[src/rtl/scan_seq_pkg.sv]
package scan_seq_pkg;
   localparam int CFG_W     = 16;
   localparam int RSV_LO    = 13;   // bits RSV_LO..CFG_W-1 are reserved, read zero
   localparam int SUP_BIT   = 11;   // block end-of-scan while an active channel calibrates
   localparam int LNR_BIT   = 10;   // line-noise rejection, lengthens warm-up
   localparam int CNT_LO    = 5;    // channel count minus one starts here
   localparam int SLEEP_BIT = 3;    // standby
endpackage

[src/rtl/scan_cfg_reg.sv]
module scan_cfg_reg #(
   parameter int W      = 16,
   parameter int RSV_LO = 13
) (
   input  logic         clk,
   input  logic         rst_n,
   input  logic         we,
   input  logic [W-1:0] wdata,
   output logic [W-1:0] q
);
   logic [W-1:0] keep_mask;

   generate
      if (RSV_LO < W) begin : g_rsv
         assign keep_mask = {{(W-RSV_LO){1'b0}}, {RSV_LO{1'b1}}};
      end else begin : g_norsv
         assign keep_mask = '1;
      end
   endgenerate

   always_ff @(posedge clk or negedge rst_n) begin
      if (!rst_n)  q <= '0;
      else if (we) q <= wdata & keep_mask;
   end
endmodule

[src/rtl/scan_chan_mask.sv]
module scan_chan_mask #(
   parameter int N_CH = 8,
   localparam int CW  = $clog2(N_CH)
) (
   input  logic [CW-1:0]   last_idx,
   output logic [N_CH-1:0] mask
);
   generate
      for (genvar i = 0; i < N_CH; i++) begin : g_bit
         assign mask[i] = (CW'(i) <= last_idx);
      end
   endgenerate
endmodule

[src/rtl/scan_pointer.sv]
module scan_pointer #(
   parameter int N_CH = 8,
   localparam int CW  = $clog2(N_CH)
) (
   input  logic          clk,
   input  logic          rst_n,
   input  logic          sleep,
   input  logic          done,
   input  logic [CW-1:0] cnt_field,
   output logic [CW-1:0] ptr,
   output logic [CW-1:0] last_idx,
   output logic          scan_end
);
   assign scan_end = done && !sleep && (ptr == last_idx);

   always_ff @(posedge clk or negedge rst_n) begin
      if (!rst_n) begin
         ptr      <= '0;
         last_idx <= '0;
      end else if (sleep) begin
         ptr      <= '0;
         last_idx <= cnt_field;
      end else if (done) begin
         if (ptr == last_idx) begin
            ptr      <= '0;
            last_idx <= cnt_field;   // new count applies from the next pass
         end else begin
            ptr <= ptr + 1'b1;
         end
      end
   end
endmodule

[src/rtl/scan_eos_ctl.sv]
module scan_eos_ctl #(
   parameter int WARM_LNR   = 4,
   parameter int WARM_PLAIN = 1,
   localparam int WW        = $clog2(WARM_LNR + 1)
) (
   input  logic clk,
   input  logic rst_n,
   input  logic sleep,
   input  logic lnr,
   input  logic scan_end,
   input  logic done,
   input  logic suppress_hit,
   input  logic ack,
   output logic eos
);
   logic [WW-1:0] warm_q, warm_nx, need;

   assign need    = lnr ? WW'(WARM_LNR) : WW'(WARM_PLAIN);
   assign warm_nx = (warm_q == WW'(WARM_LNR)) ? warm_q : warm_q + 1'b1;

   always_ff @(posedge clk or negedge rst_n) begin
      if (!rst_n) begin
         warm_q <= '0;
         eos    <= 1'b0;
      end else if (sleep) begin
         warm_q <= '0;
         eos    <= 1'b0;
      end else begin
         if (scan_end) warm_q <= warm_nx;
         if (scan_end && (warm_nx >= need) && !suppress_hit) eos <= 1'b1;
         else if (ack || done)                               eos <= 1'b0;
      end
   end
endmodule

[src/rtl/scan_seq_top.sv]
module scan_seq_top
   import scan_seq_pkg::*;
#(
   parameter int N_CH       = 8,
   parameter int WARM_LNR   = 4,
   parameter int WARM_PLAIN = 1,
   localparam int CW        = $clog2(N_CH)
) (
   input  logic              clk,
   input  logic              rst_n,
   input  logic              cfg_we,
   input  logic [CFG_W-1:0]  cfg_wdata,
   output logic [CFG_W-1:0]  cfg_rdata,
   input  logic [N_CH-1:0]   cal_flags,
   input  logic              conv_done,
   input  logic              eos_ack,
   output logic [CW-1:0]     chan_ptr,
   output logic              scan_run,
   output logic              eos
);
   generate
      if (N_CH < 2 || (1 << CW) != N_CH) begin : g_bad_nch
         $error("N_CH must be a power of two of at least 2");
      end
      if (CNT_LO + CW > RSV_LO) begin : g_bad_field
         $error("count field overlaps reserved bits");
      end
      if (WARM_PLAIN < 1 || WARM_PLAIN > WARM_LNR) begin : g_bad_warm
         $error("warm-up counts out of order");
      end
   endgenerate

   logic [CFG_W-1:0] cfg_q;
   logic [CW-1:0]    last_idx;
   logic [N_CH-1:0]  act_mask;
   logic             scan_end, sleep, suppress_hit;

   scan_cfg_reg #(.W(CFG_W), .RSV_LO(RSV_LO)) u_cfg (
      .clk(clk), .rst_n(rst_n), .we(cfg_we), .wdata(cfg_wdata), .q(cfg_q)
   );

   assign sleep = cfg_q[SLEEP_BIT];

   scan_pointer #(.N_CH(N_CH)) u_ptr (
      .clk(clk), .rst_n(rst_n), .sleep(sleep), .done(conv_done),
      .cnt_field(cfg_q[CNT_LO +: CW]), .ptr(chan_ptr),
      .last_idx(last_idx), .scan_end(scan_end)
   );

   scan_chan_mask #(.N_CH(N_CH)) u_mask (
      .last_idx(last_idx), .mask(act_mask)
   );

   assign suppress_hit = cfg_q[SUP_BIT] && |(cal_flags & act_mask);

   scan_eos_ctl #(.WARM_LNR(WARM_LNR), .WARM_PLAIN(WARM_PLAIN)) u_eos (
      .clk(clk), .rst_n(rst_n), .sleep(sleep), .lnr(cfg_q[LNR_BIT]),
      .scan_end(scan_end), .done(conv_done), .suppress_hit(suppress_hit),
      .ack(eos_ack), .eos(eos)
   );

   assign cfg_rdata = cfg_q;
   assign scan_run  = !sleep;
endmodule

[config.mk]
export PLATFORM = sky130hd
export DESIGN_NAME = scan_seq_top
export DESIGN_NICKNAME = d
export VERILOG_FILES = /design/src/rtl/scan_seq_pkg.sv /design/src/rtl/scan_cfg_reg.sv /design/src/rtl/scan_chan_mask.sv /design/src/rtl/scan_pointer.sv /design/src/rtl/scan_eos_ctl.sv /design/src/rtl/scan_seq_top.sv
export SDC_FILE = /design/constraint.sdc
export NUM_CORES = 1
export LEC_CHECK = 0
export BUFFER_PORTS_ARGS = -buffer_cell sky130_fd_sc_hd__clkbuf_2
export CORE_UTILIZATION = 40
export DETAILED_ROUTE_END_ITERATION = 7
export PLACE_DENSITY_LB_ADDON = 0.2
export SLEW_MARGIN = 20
export SYNTH_ARGS = -nofsm -noshare
export SYNTH_HDL_FRONTEND = slang
export SYNTH_SLANG_ARGS = --single-unit
[constraint.sdc]
create_clock -name clk -period 2.4 [get_ports clk]
set_input_delay 0.36 -clock clk [delete_from_list [all_inputs] [get_ports clk]]
set_output_delay 0.36 -clock clk [all_outputs]
set_load 0.1 [all_outputs]
# --- After elaboration in Yosys (flattened, before gate mapping) ---
# Cells that the tools add are included.
word_totals:
  output_inout_bits: 21
  in_bits: 29
  register_bits: 23
op_classes:
  n_bitwise: 1
  muxes: 13
  n_lt_le_gt_ge: 9
  n_eq_ne: 2
  reduce_logical: 14
  add_sub_neg: 2
op_table:
  columns: ["operator", "n"]
  rows:
  - ["$mux 3", 10]
  - ["$le 3x3->1 const A", 4]
  - ["$and 8x8->8", 1]
  - ["$reduce_or 8->1", 1]
  - ["$add 3x1->3 const B", 2]
  - ["$le 1x3->1 const A", 2]
  - ["$le 2x3->1 const A", 2]
  - ["$reduce_bool 2->1", 3]
  - ["$logic_and 1x1->1", 5]
  - ["$eq 3x3->1", 1]
  - ["$eq 3x3->1 const B", 1]
  - ["$ge 3x3->1", 1]
  - ["$mux 1", 3]
  - ["$reduce_bool 3->1", 1]
  - ["$logic_not 1->1", 2]
  - ["$reduce_and 2->1", 1]
  - ["$logic_or 1x1->1", 1]

# --- Logic depth before layout (Yosys ltp) ---
depth:
  ltp_word: 8
  ltp_mapped: 9
  mapped_depth_nobuf: 9

# --- By module ---
# A second synthesis with hierarchy kept.
hier_totals:
  cells_unflattened: 107
  area_unflattened_um2: 1291.2
modules_own_cells:
  columns: ["mod", "instances", "cells_per_inst", "area_each_um2"]
  rows:
  - ["scan_cfg_reg", 1, 31, 546.8]
  - ["scan_pointer", 1, 31, 367.9]
  - ["scan_eos_ctl", 1, 29, 271.5]
  - ["scan_chan_mask", 1, 9, 58.8]
  - ["scan_seq_top", 1, 7, 46.3]

# --- Worst setup path before layout ---
# OpenSTA, ideal clock, no wires.
synth_timing:
  path_kind: "register to register"
  startpoint: "register u_eos.warm_q[0]"
  endpoint: "register u_eos.eos"
  path_slack_ps: 330
  path_buffers: 0
  setup_time_ps: 122
  t_arrival_ps: 1948
  synth_period_minus_slack_ps: 2070
  path_stages_with_launch: 10
  t_required_ps: 2278
  cell_sequence: "dfrtp_1 -> inv_1 -> ha_1 -> and2_1 -> xnor2_1 -> ha_1 -> or3b_2 -> a21oi_1 -> nor3_1 -> a32o_1"
synth_via:
  elab_chain_cells: 7
  elab_cells_between_ends: 9
synth_lines:
  columns: ["element", "line", "source"]
  rows:
  - ["start: declaration", "scan_eos_ctl.sv:16", "logic [WW-1:0] warm_q, warm_nx, need;"]
  - ["start signal: assignment", "scan_eos_ctl.sv:29", "if (scan_end) warm_q <= warm_nx;"]
  - ["$add 3x1->3 or $eq 3x3->1 (tied branches)", "scan_eos_ctl.sv:19", "assign warm_nx = (warm_q == WW'(WARM_LNR)) ? warm_q : warm_q + 1'b1;"]
  - ["$mux 3 *", "scan_eos_ctl.sv:19", null]
  - ["$ge 3x3->1 *", "scan_eos_ctl.sv:30", "if (scan_end && (warm_nx >= need) && !suppress_hit) eos <= 1'b1;"]
  - ["$logic_and 1x1->1 * (2 in series)", "scan_eos_ctl.sv:30", null]
  - ["$mux 1", "scan_eos_ctl.sv:30", null]
  - ["$mux 1", "scan_eos_ctl.sv:25", "end else if (sleep) begin"]
  - ["end signal: assignment", "scan_eos_ctl.sv:27", "eos <= 1'b0;"]
  - ["end signal: assignment", "scan_eos_ctl.sv:30", null]
  - ["end signal: assignment", "scan_eos_ctl.sv:31", "else if (ack || done) eos <= 1'b0;"]
  - ["end: declaration", "scan_eos_ctl.sv:14", "output logic eos"]
# Every way passes the cells marked *; elsewhere a longest branch is shown, timed or not.
# A chain may end at the register's enable or synchronous reset.

# --- Worst setup path in the final report ---
# Ends and elaborated chain as after synthesis.

==> run_results.csv <==
group,metric,value,unit
worst_setup_path,worstPathArrival,2.42,ns
worst_setup_path,critPathLaunchType,"flip-flop",
placement,dpl_cell_area,1370,um^2
cts,cts_setup_buffers,0,
synth,synth.area.top_cells,"dfrtp_1 (50%), mux2_2 (11%), ha_1 (5.4%), mux2_4 (3.9%), xnor2_1 (3.8%)",
route,drc,0,
sta,slew_headroom,0.618,
route,drtIter0Drc,29,
grt,grt_usage,0.159,
worst_setup_path,cp.required,2.62,ns
route,routed_wl,2170,um
hold_path,min_path_type,"primary input to asynchronous set/reset pin",
synth,avgSynthCellArea,11.6,um^2
placement,hpwlAfterDp,1710,um
synth,ys_ff_latch,23,
floorplan,die_h,55.8,um
power_and_ir_drop,pwr-share-clk,0.153,
grt,grt_start_max_net_pins,24,
power_and_ir_drop,power.share.combinational,0.434,
route,routed_via_density,4.95,
synth,syn_inst,100,
cts,clock_latency,0.31,ns
worst_setup_path,reg2reg_to,"u_eos.eos",
route,drtPass1Iterations,3,
synth,synth_top_area_share,0.497,
final_layout,synthToLayoutAreaGrowth,21.2,%
worst_setup_path,r2r_slack,0.20,ns
final_layout,layout_commonest_cell,"clkbuf_2",
worst_setup_path,worstPathMaxFanout,4,
power_and_ir_drop,p_per_area,860,nW/um^2
final_layout,num-fill-cells,259,
floorplan,fp.coreArea,2760,um^2
sta,setup_violations,0,
synth,yosysWarnings,0,
synth,syn-cell-area,1160,um^2
floorplan,start_util,0.420,
final_layout,nets,177,
synth,yosysSeqAreaShare,0.497,
sta,period_share,0.917,
cts,clockRootBuffer,"clkbuf_4",
sta,hold_viol_final,0,
route,wire_per_inst,12.5,um
sta,setup_tns,0,ns
power_and_ir_drop,swShare,0.462,
sta,fin_skew,0.00602,ns
cts,cts_buffers,3,
worst_setup_path,crit_type,"flip-flop to flip-flop",
synth,yosys.cell_types.count,30,
power_and_ir_drop,leakage,0.000713,uW
grt,antenna_found_initial,0,
status,outcome,"complete, no violations",
worst_setup_path,r2r-start,"u_eos.warm_q[0]",
run,max_cap_violations,0,
power_and_ir_drop,power_frac_seq,0.413,
route,vias,857,
floorplan,num_rows,19,
cts,htree_levels,1,
synth,synth_top_cell_by_area,"dfrtp_1",
sta,rsz0062_at_grt,"no",
worst_setup_path,endpoint_kind,"flip-flop",
sta,clock.fmax,0.454,GHz
power_and_ir_drop,ir_worst_vdd,0.668,mV
placement,globalplace.congestion,0.789,
floorplan,num_io_pins,50,
grt,overflow,0,
final_layout,final_cell_mix,"clkbuf_2 (43), dfrtp_1 (23), mux2_2 (11), a21oi_1 (7)",
cts,hold_buffers,0,
floorplan,die_area,3110,um^2
placement,io_buffers,43,
cts,ctsResizeCount,0,
power_and_ir_drop,p_switching,557,uW
cts,cts_sinks,23,
final_layout,diodes,0,
route,ant_nets,0,
grt,grt_pass1_vias,876,
cts,cts_tree,"yes",
final_layout,final_cell_area,1400,um^2
worst_setup_path,rr_worst_depth,9,
cts,path_clk_slew,0.13,ns
sta,report.final.slew_viol_count,0,
power_and_ir_drop,p_int,649,uW
sta,max_slew.worst_pin.slew,0.573,ns
final_layout,drive_above_1_share,0.451,
floorplan,die_x,55.8,um
cts,clock_path_buffers,2,
grt,grt_pass1_wl,3770,um
final_layout,regArea,576,um^2
final_layout,multi_input_area,524,um^2
sta,finalCriticalPeriod,2.20,ns
==> layout make-up <==
cell class / count / area share
clock inverters: 1 / 0.00535
flip-flops and latches: 23 / 0.410
multi-input cells: 67 / 0.374
clock buffers: 3 / 0.0161
well taps: 31 / 0.0277
repair buffers: 43 / 0.153
inverters: 5 / 0.0134
==> power by group through the flow <==
stage | Combinational, uW | Sequential (uW) | Clock (uW)
finish | 524 | 498 | 184
global route | 558 | 510 | 210
CTS | 528 | 500 | 194
detailed placement | 527 | 507 | 0
global placement | 518 | 504 | 0
floorplan | 235 | 702 | 0
==> how the worst max path moves through the flow <==
stage,from,endpoint,slack (ns),depth (start not counted)
after floorplan,u_eos.warm_q[0],u_eos.eos,0.33,9
after global placement,u_eos.warm_q[0],u_eos.eos,0.28,9
after detailed placement,u_eos.warm_q[0],u_eos.eos,0.22,9
after CTS,u_eos.warm_q[0],u_eos.eos,0.19,9
after global routing,u_eos.warm_q[0],u_eos.eos,0.02,9
final,u_eos.warm_q[0],u_eos.eos,0.20,9
==> kinds of logic (layout without fill, tap and decap cells) <==
kind of cell,count (synthesis),after routing,synth area share
other,1,3,0.00324
adders and majority gates,5,5,0.0541
DFF,23,23,0.497
buffers and inverters,12,52,0.0562
xor gates and xnor gates,5,5,0.0378
and+or+nand+nor,22,22,0.108
muxes,16,16,0.163
AOI/OAI and AO/OA,16,16,0.0800
==> sequential cells by signal, indices dropped and copies added, names as in the netlist <==
name            flops
u_eos.eos           1
u_eos.warm_q        3
u_cfg.q            13
u_ptr.last_idx      3
u_ptr.ptr           3
==> through the flow <==
stage               cells  setup WS, ns  power [uW]  hold slack, ns   util
finish                173         0.199        1210          0.0125  0.509
detailed placement    169         0.219        1030           0.376  0.498
global route          173        0.0239        1280          0.0266  0.509
global placement      169         0.279        1020           0.373  0.498
CTS                   173         0.189        1220          0.0139  0.509
floorplan             102         0.330         938          0.0644      -
==> critical path, cell delays in order, from the launching register on <==
cell	delay, ns
dfrtp_1	0.40
inv_1	0.08
ha_1	0.21
and2_1	0.17
xnor2_1	0.16
ha_1	0.25
or3b_2	0.43
a21oi_1	0.15
nor3_1	0.05
a32o_1	0.21
==> Yosys cell counts (all sizes together) <==
cell and number:
a211oi 1, a21oi 7, a32o 1, and2 2, and3 1, buf 6, clkbuf 1, conb 1
dfrtp 23, ha 5, inv 5, mux2 14, mux2i 2, nand2 4, nand2b 2, nand3 2
nand3b 1, nand4 1, nor2 4, nor2b 1, nor3 2, o21ai 5, o22ai 1, o41ai 1
or3 1, or3b 1, xnor2 5
==> routing by layer <==
metal	vias to the layer above	GRT usage	wire length, um
met3	2	0.0581	153
met2	32	0.274	1060
met4	0	0.0429	15
met1	398	0.186	940
li1	425	-	-
met5	-	0	0
(Power assumes the default switching activity.)
